--- config.mk ---
export PLATFORM = sky130hd
export DESIGN_NAME = dnu_buffer_mgr
export DESIGN_NICKNAME = d
export VERILOG_FILES = /design/src/rtl/dnu_pkg.sv /design/src/rtl/dnu_rotor.sv /design/src/rtl/dnu_reply.sv /design/src/rtl/dnu_buffer_mgr.sv
export SDC_FILE = /design/constraint.sdc
export NUM_CORES = 1
export LEC_CHECK = 0
export CAP_MARGIN = 20
export CELL_PAD_IN_SITES_DETAIL_PLACEMENT = 0
export CELL_PAD_IN_SITES_GLOBAL_PLACEMENT = 1
export CORE_ASPECT_RATIO = 0.6
export CORE_MARGIN = 5
export CORE_UTILIZATION = 30
export DETAILED_ROUTE_END_ITERATION = 16
export DONT_BUFFER_PORTS = 1
export PLACE_DENSITY = 0.57
export SLEW_MARGIN = 25
export SYNTH_ARGS = -nofsm -noshare
export SYNTH_HDL_FRONTEND = slang
export SYNTH_HIERARCHICAL = 1
export SYNTH_SLANG_ARGS = --single-unit
--- constraint.sdc ---
create_clock -name clk -period 1.8 [get_ports clk]
set_clock_uncertainty 0.1 [all_clocks]
set_input_delay 0.45 -clock clk [delete_from_list [all_inputs] [get_ports clk]]
set_output_delay 0.45 -clock clk [all_outputs]
set_load 0.02 [all_outputs]
--- src/rtl/dnu_pkg.sv ---
package dnu_pkg;

    localparam int BUF_CNT = 3;
    localparam int IDX_W   = $clog2(BUF_CNT + 1);

    typedef logic [IDX_W-1:0] buf_id_t;

    localparam buf_id_t BUF_NONE = '0;

    // Role assignment of one direction: producer, middle (newest), consumer
    typedef struct packed {
        buf_id_t p;
        buf_id_t n;
        buf_id_t c;
        logic    fresh;
        logic    wiped;
    } roles_t;

    function automatic roles_t swap_cn(input roles_t r);
        roles_t o;
        o   = r;
        o.c = r.n;
        o.n = r.c;
        return o;
    endfunction

    function automatic roles_t swap_pn(input roles_t r);
        roles_t o;
        o   = r;
        o.p = r.n;
        o.n = r.p;
        return o;
    endfunction

endpackage

--- src/rtl/dnu_rotor.sv ---
module dnu_rotor
    import dnu_pkg::*;
#(
    parameter buf_id_t RST_P     = buf_id_t'(1),
    parameter buf_id_t RST_N     = buf_id_t'(2),
    parameter buf_id_t RST_C     = buf_id_t'(3),
    parameter bit      RST_FRESH = 1'b0,
    parameter bit      RST_WIPED = 1'b0
) (
    input  logic    clk,
    input  logic    rst,
    input  logic    take_req,
    input  logic    publish,
    input  logic    publish_wiped,
    output buf_id_t prod_idx,
    output buf_id_t mid_idx,
    output buf_id_t cons_idx,
    output logic    fresh,
    output logic    take_hit,
    output logic    take_wiped
);

    roles_t cur, nxt;

    always_comb begin
        nxt = cur;
        // claim acts on the old middle buffer first
        if (take_req && cur.fresh) begin
            nxt       = swap_cn(nxt);
            nxt.fresh = 1'b0;
        end
        // publish then places the producer's buffer in the middle
        if (publish) begin
            nxt       = swap_pn(nxt);
            nxt.fresh = 1'b1;
            nxt.wiped = publish_wiped;
        end
    end

    always_ff @(posedge clk) begin
        if (rst) begin
            cur.p     <= RST_P;
            cur.n     <= RST_N;
            cur.c     <= RST_C;
            cur.fresh <= RST_FRESH;
            cur.wiped <= RST_WIPED;
        end else begin
            cur <= nxt;
        end
    end

    assign prod_idx   = cur.p;
    assign mid_idx    = cur.n;
    assign cons_idx   = cur.c;
    assign fresh      = cur.fresh;
    assign take_hit   = take_req && cur.fresh;
    assign take_wiped = cur.wiped;

endmodule

--- src/rtl/dnu_reply.sv ---
module dnu_reply
    import dnu_pkg::*;
(
    input  logic    clk,
    input  logic    rst,
    input  logic    req,
    input  logic    hit,
    input  logic    hit_wiped,
    input  buf_id_t hit_idx,
    input  logic    irq_set,
    output logic    reply_vld,
    output buf_id_t reply_code,
    output logic    reply_cleared,
    output logic    irq
);

    always_ff @(posedge clk) begin
        if (rst) begin
            reply_vld     <= 1'b0;
            reply_code    <= BUF_NONE;
            reply_cleared <= 1'b0;
            irq           <= 1'b0;
        end else begin
            reply_vld     <= req;
            reply_code    <= hit ? hit_idx : BUF_NONE;
            reply_cleared <= hit && hit_wiped;
            irq           <= irq_set;
        end
    end

endmodule

--- src/rtl/dnu_buffer_mgr.sv ---
module dnu_buffer_mgr
    import dnu_pkg::*;
(
    input  logic       clk,
    input  logic       rst,
    input  logic       rx_done,
    input  logic       rx_err,
    input  logic       clr_req,
    input  logic       out_next,
    input  logic       in_next,
    input  logic       fetch,
    input  logic       freeze,
    output logic [1:0] out_d_idx,
    output logic [1:0] out_n_idx,
    output logic [1:0] out_u_idx,
    output logic       out_new,
    output logic       out_reply_vld,
    output logic [1:0] out_reply_code,
    output logic       out_reply_cleared,
    output logic       dout_irq,
    output logic [1:0] in_d_idx,
    output logic [1:0] in_n_idx,
    output logic [1:0] in_u_idx,
    output logic       in_new
);

    logic    rx_good, out_pub;
    logic    out_hit, out_hit_wiped;
    logic    in_hit_unused, in_wiped_unused;
    buf_id_t o_p, o_n, o_c, i_p, i_n, i_c;

    assign rx_good = rx_done && !rx_err && !clr_req;
    assign out_pub = clr_req || (rx_done && !rx_err);

    // output direction: bus side produces (D), application consumes (U)
    dnu_rotor #(
        .RST_P(buf_id_t'(1)), .RST_N(buf_id_t'(2)), .RST_C(buf_id_t'(3)),
        .RST_FRESH(1'b1), .RST_WIPED(1'b1)
    ) u_out (
        .clk(clk), .rst(rst),
        .take_req(out_next), .publish(out_pub), .publish_wiped(clr_req),
        .prod_idx(o_p), .mid_idx(o_n), .cons_idx(o_c), .fresh(out_new),
        .take_hit(out_hit), .take_wiped(out_hit_wiped)
    );

    // input direction: application produces (U), bus side consumes (D)
    dnu_rotor #(
        .RST_P(buf_id_t'(3)), .RST_N(buf_id_t'(2)), .RST_C(buf_id_t'(1)),
        .RST_FRESH(1'b0), .RST_WIPED(1'b0)
    ) u_in (
        .clk(clk), .rst(rst),
        .take_req(fetch && !freeze), .publish(in_next), .publish_wiped(1'b0),
        .prod_idx(i_p), .mid_idx(i_n), .cons_idx(i_c), .fresh(in_new),
        .take_hit(in_hit_unused), .take_wiped(in_wiped_unused)
    );

    dnu_reply u_reply (
        .clk(clk), .rst(rst),
        .req(out_next), .hit(out_hit), .hit_wiped(out_hit_wiped), .hit_idx(o_n),
        .irq_set(rx_good),
        .reply_vld(out_reply_vld), .reply_code(out_reply_code),
        .reply_cleared(out_reply_cleared), .irq(dout_irq)
    );

    assign out_d_idx = o_p;
    assign out_n_idx = o_n;
    assign out_u_idx = o_c;
    assign in_d_idx  = i_c;
    assign in_n_idx  = i_n;
    assign in_u_idx  = i_p;

endmodule

**Word level (Yosys, flattened, before mapping)**

Cells that the tools add are included.

- Flip-flop bits (word level): 20
- Input port bits: 9
- Output and inout port bits: 19
- Word-level logic and storage cells: 31

- Multiplexer cells: 4
- Bitwise operators: 1
- Reduce and logical (&&, ||, !) cells: 13

Operator list:

| operator | count |
|---|---|
| two-way mux 8 bit | 2 |
| two-way mux 6 bit | 2 |
| logical AND 1 bit | 6 |
| OR reduction 2 bit | 2 |
| zero test 1 bit | 3 |
| nonzero test 2 bit | 1 |
| logical OR 1 bit | 1 |
| NOT 1 bit | 1 |

**Logic depth before layout (Yosys ltp)**

Gate-level depths: netlist of run 1.

- Depth after elaboration: 5
- Gate-level depth with buffers: 5
- Gate-level depth less buffers: 4

**By module**

The synthesis of run 1 kept the hierarchy.

Modules (own cells, without submodules):

| module | instances | cells each | area each (um^2) | sequential area each (um^2) |
|---|---|---|---|---|
| dnu_rotor at u_in | 1 | 38 | 370.4 | 160.2 |
| dnu_rotor at u_out | 1 | 39 | 366.6 | 160.2 |
| dnu_reply | 1 | 10 | 147.6 | 100.1 |
| dnu_buffer_mgr | 1 | 5 | 36.3 | 0.0 |

**Worst setup path after synthesis of run 1**

No wires, ideal clock.

- Kind: input port to flip-flop
- Start: in fetch
- End: reg u_in.cur (netlist bit u_in/prod_idx[0])
- Setup time: 0.124 ns
- Arrival time: 1.231 ns
- Data required time: 1.576 ns
- Slack: 0.345 ns
- Cell stages on the path: 4
- Buffers on the path: 1
- Cells stage by stage: nor2b_1 buf_6 and4_1 a2111o_1

- Cells in the longest elaborated chain, start to end: 4

Ends and longest elaborated chain:

| what | RTL line | RTL |
|---|---|---|
| from (decl) | dnu_buffer_mgr.sv:11 | `input logic fetch,` |
| logical AND 1 bit | dnu_buffer_mgr.sv:52 | `.take_req(fetch && !freeze), .publish(in_next), .publish_wiped(1'b0),` |
| logical AND 1 bit | n/a |  |
| two-way mux 6 bit | dnu_rotor.sv:28 | `if (take_req && cur.fresh) begin` |
| two-way mux 8 bit | dnu_rotor.sv:33 | `if (publish) begin` |
| to (signal assigned) | dnu_rotor.sv:48 | `cur <= nxt;` |
| to (decl) | dnu_rotor.sv:23 | `roles_t cur, nxt;` |

Every way passes these cells. The select of a mux whose other input is x is not followed.
A chain may end at the register's enable or synchronous reset.

**Worst setup path in the final report of run 1**

- Start: reg u_out/fresh (netlist name)
- End: out out_new

RTL lines:

| what | RTL line | RTL |
|---|---|---|
| to (decl) | dnu_buffer_mgr.sv:16 | `output logic out_new,` |

No word-level cell between the ends.

==> results of run 1 <==
[state kept, by name (all words and copies together) (netlist names), 2 cells and up]
register / cells
u_in/mid_idx: 2
u_out/cons_idx: 2
u_in/cons_idx: 2
u_in/prod_idx: 2
u_out/prod_idx: 2
u_reply/reply_code: 2
u_out/mid_idx: 2
[power by group through the flow]
stage | Clock, mW | Sequential [mW] | Combinational, mW
finish | 0.337 | 0.544 | 0.0799
CTS | 0.352 | 0.545 | 0.0798
floorplan | 0 | 0.541 | 0.0860
global placement | 0 | 0.555 | 0.0784
global route | 0.378 | 0.550 | 0.0905
detailed placement | 0 | 0.556 | 0.0791
[through the flow]
| step | setup slack (ps) | cell area, µm² | hold slack [ps] | util |
|---|---|---|---|---|
| after detailed placement | 330.9 | 888.4 | 356.4 | 0.3114 |
| after floorplan | 344.6 | 883.3 | 332.5 | - |
| after global routing | 316.0 | 943.4 | 141.1 | 0.3307 |
| final | 368.5 | 943.4 | 160.0 | 0.3307 |
| after global placement | 355.0 | 888.4 | 346.6 | 0.3114 |
| after CTS | 365.7 | 943.4 | 149.7 | 0.3307 |
[cell type report]
type                       instances  area (µm²)  area share
clock buffer                       4       55.05     0.05836
inverter                           5       18.77     0.01989
multi-input combinational         57       409.1      0.4337
sequential                        20       400.4      0.4244
tap                               42       52.55     0.05570
timing repair buffer               1       7.507    0.007958
[how the worst min path moves through the flow]
stage / from / to / slack (ps) / cells past startpoint
after floorplan: u_out/take_wiped / u_out/take_wiped / 330 / 2
after global placement: u_out/take_wiped / u_out/take_wiped / 350 / 2
after detailed placement: u_out/take_wiped / u_out/take_wiped / 360 / 2
after CTS: rst / u_in/cons_idx[1] / 150 / 1
after global routing: rst / u_in/cons_idx[1] / 140 / 1
final: rst / u_in/cons_idx[1] / 160 / 1
[routing by layer]
| metal | track usage | vias to the layer above |
|---|---|---|
| met5 | 0 | - |
| met4 | 0.05056 | 0 |
| met3 | 0.05882 | 2 |
| met2 | 0.1291 | 17 |
| met1 | 0.1273 | 289 |
| li1 | - | 309 |
==> results.txt, run 1 <==
Gr usage total: 0.09963
Post-Route WL: 1.867 mm
Pwr/cell area: 1019 nW/µm²
Worst R2R End: u_in/prod_idx[0]
YS warnings: 6
R2R setup slack: 390 ps
Crit-path max FO: 11
Non-filler instance count after layout: 129
Syn Nets: 97
1st-iter DRT viols: 22
Tmin final: 1431 ps
Worst Hold Class: in -> reg
Area Growth Syn to Fin: 6.799%
Vias: 617
Max-slew violations: 0
Clock latency at the later pin of the worst-skew pair: 260 ps
Drt pass-1 iters: 5
Inserted Clock Buffers: 3
WL met2: 752 µm
Initial Util: 0.3096
Critical Path Sink: out_new
Final #Nets: 97
Maxcap violations: 0
Net switching power: 0.2469 mW
Highest Signal Layer: met4
Sequential share of power: 0.566
Worst setup SP type: register
Met3 wire len: 172 µm
Core box area: 2853 µm²
Sw Share: 0.2568
Worst r2r src: u_in/fresh
Ports: 28
Cell internal pwr: 0.7143 mW
CP Launch Point: u_out/fresh
Syn Inst Count: 88
CTS tree: built
Vert. Die Dim: 52.03 µm
Filler Cell Count: 320
Diode count: 0
Worst setup path category: reg -> out
Slew @ Worst Pin: 490.0 ps
Reg2reg path depth: 2
Maximum vdd drop: 297.3 µV
Pwr Total: 0.9612 mW
Clock power frac: 0.351
Drt wl/cell: 14.47 µm
Clk buf depth: 2
Setup bufs post-CTS: 0
Die W: 80.06 µm
WP data required: 1250 ps
Vias per cell: 4.783
Worst relative slew slack: 0.6729
Setup_tns: 0 ps
Synthesized area: 883.3 µm²
Initial antenna violation count: 0
H-tree Lvls: 1
First-pass GRT wire length: 2.967 mm
Clock Sink Count: 20
CP endpoint kind: output port
GR Overflow Total: 0
Comb pwr share: 0.083
RSZ-0062 raised after global routing: no
# setup viols final: 0
# hold bufs at CTS: 0
Largest net degree at the start of global routing: 14
Gates resized, CTS repair: 0
Final Cycle Share: 0.7953
Wl on met1: 919 µm
Levels on crit path: 0
Critical path data arrival time: 880 ps
Worst-path clk slew: 70 ps
HPWL Detailed: 1.343 mm
Final hold viol count: 0
Gpl congestion: 0.6819
Mean post-synth cell area: 10.04 µm²
Post-route ant nets: 0
Most common cell after layout, fill and taps aside: dfxtp_1
Fmax: 698.6 MHz
Most frequent cells in the layout: dfxtp_1 (20), nand2b_1 (7), nand2_1 (6)
P_leak: 0.4093 nW
Rows: 15
Vias in the first global route: 565
DP Cell Count: 125
Layout cells sized above 1: 0.1609
Die Footprint: 4165 µm²
Port Buffers: 0
Status: complete, no violations
DRC Markers: 0
Root Buffer: clkbuf_8
Power figures use the tool's default switching activity.
==> run 2: changes to the inputs <==
--- a/config.mk
+++ b/config.mk
@@ -13,7 +13,7 @@
 export CORE_UTILIZATION = 30
 export DETAILED_ROUTE_END_ITERATION = 16
 export DONT_BUFFER_PORTS = 1
-export PLACE_DENSITY = 0.57
+export PLACE_DENSITY = 0.59
 export SLEW_MARGIN = 25
 export SYNTH_ARGS = -nofsm -noshare
 export SYNTH_HDL_FRONTEND = slang
==> constraint.sdc (replaced) <==
create_clock -name clk -period 1.2 [get_ports clk]
set_clock_uncertainty 0.1 [all_clocks]
set_input_delay 0.3 -clock clk [delete_from_list [all_inputs] [get_ports clk]]
set_output_delay 0.3 -clock clk [all_outputs]
set_load 0.02 [all_outputs]
==> results.txt, run 2 (same netlist as run 1, synthesis figures left out) <==
First-pass GRT wire length: 3.187 mm
DRC Markers: 0
Vert. Die Dim: 52.03 µm
GR Overflow Total: 0
Max-slew violations: 0
Wl on met1: 1.055 mm
Worst-path clk slew: 70 ps
Post-Route WL: 2.106 mm
Cell breakdown of the critical path: buf_6
Final Cycle Share: 0.9824
Worst setup SP type: register
Rows: 15
Drt pass-1 iters: 4
Clock latency at the later pin of the worst-skew pair: 250 ps
RSZ-0062 raised after global routing: yes
Hold_ws: 12.26 ps
Largest net degree at the start of global routing: 14
Most frequent cells in the layout: buf_4 (14), dfxtp_1 (14), nand2b_1 (7)
Layout Cell Area excl Fill: 1089 µm²
Post-route ant nets: 0
Worst relative slew slack: 0.7117
Vias per cell: 4.806
H-tree Lvls: 1
Pre-CTS WS: -89.35 ps
Ports: 28
Layout cells sized above 1: 0.3627
Vias: 692
Port Buffers: 0
Gpl congestion: 0.7330
CTS tree: built
Core box area: 2853 µm²
WL met2: 916 µm
DP Cell Count: 136
# setup viols final: 0
Final #Nets: 113
Setup_tns: 0 ps
1st-iter DRT viols: 22
P_leak: 0.4823 nW
Clock Sink Count: 20
Initial Util: 0.3096
Highest Signal Layer: met3
Met3 wire len: 134 µm
Fmax: 848.2 MHz
Drt wl/cell: 14.63 µm
Maxcap violations: 0
CP peak stage delay: 400 ps
Inserted Clock Buffers: 3
Slew @ Worst Pin: 432.4 ps
Final Core Density: 0.3816
Initial antenna violation count: 0
Filler Cell Count: 310
Clk buf depth: 2
WP data required: 800 ps
CP endpoint kind: output port
DP Area: 988.4 µm²
Die Footprint: 4165 µm²
Status: complete, no violations
HPWL Detailed: 1.448 mm
Pwr Total: 1.425 mW
Worst Hold Class: in -> reg
Multi-input logic area: 425.4 µm²
Register area: 412.9 µm²
Non-filler instance count after layout: 144
Gr usage total: 0.1011
Final hold viol count: 0
Buffers plus inverters on the worst setup path: 1
Delay-heaviest family, CP: flip-flops
Vias in the first global route: 654
Worst setup path category: reg -> out
Critical path data arrival time: 780 ps
Pwr/cell area: 1309 nW/µm²
Worst setup margin: 21.10 ps
Area Growth Syn to Fin: 23.23%
Diode count: 0
Slowest cell on the critical path: dfxtp_4
Tmin final: 1179 ps
Maximum vdd drop: 514.9 µV
Root Buffer: clkbuf_8
Crit-path max FO: 10
Die W: 80.06 µm
## run 2: changes by cell type in the layout (fill, tap and decap cells not counted)
cell	change
a21boi_1	-1
a21boi_2	+1
and3_1	-1
and3_4	+1
buf_4	+13
buf_6	+2
clkbuf_8	-1
dfxtp_1	-6
dfxtp_2	+4
dfxtp_4	+2
dlygate4sd3_1	+1
nor2b_1	-1
nor2b_4	+1
## run 2: final timing paths
kind | start | end | slack [ps] | depth (start not counted)
setup / recovery | u_out/fresh | out_new | 20 | 1
hold reg to reg | u_out/take_wiped | u_out/take_wiped | 380 | 2
hold / removal | rst | u_in/cons_idx[1] | 10 | 1
setup reg to reg | u_in/fresh | u_in/prod_idx[0] | 30 | 3
## run 2: routing by layer
layer,vias up,global-route usage
li1,343,-
met1,330,0.1242
met2,19,0.1552
met3,0,0.04844
met4,0,0.03371
met5,-,0
## run 2: final cells by class
| type | instances | share of cell area |
|---|---|---|
| multi-input cells | 57 | 0.3908 |
| flip-flops and latches | 20 | 0.3793 |
| repair buffers | 17 | 0.1264 |
| well taps | 42 | 0.04828 |
| clock buffers | 3 | 0.03793 |
| inverters | 5 | 0.01724 |
## run 2: timing repair
| item | CTS | global route |
|---|---|---|
| resized for setup | 5 | 4 |
| buffers inserted | 2 | 2 |
| endpoints found under the hold margin | 0 | 1 |
| pin swaps | 0 | 0 |
| endpoints found under the setup margin | 3 | 5 |
| cloned | 0 | 0 |
| hold buffers | 0 | 1 |
## run 2: power breakdown
group          internal (mW)  leakage [nW]  switching, mW
Clock                  0.223        0.0216          0.201
Sequential             0.713         0.166         0.0649
Combinational          0.118         0.295          0.106
## run 2: worst reg2reg max path, stage by stage (launching register included)
cell      delay, ps
dfxtp_4         370
buf_4           140
and4_1          180
a2111o_1        270
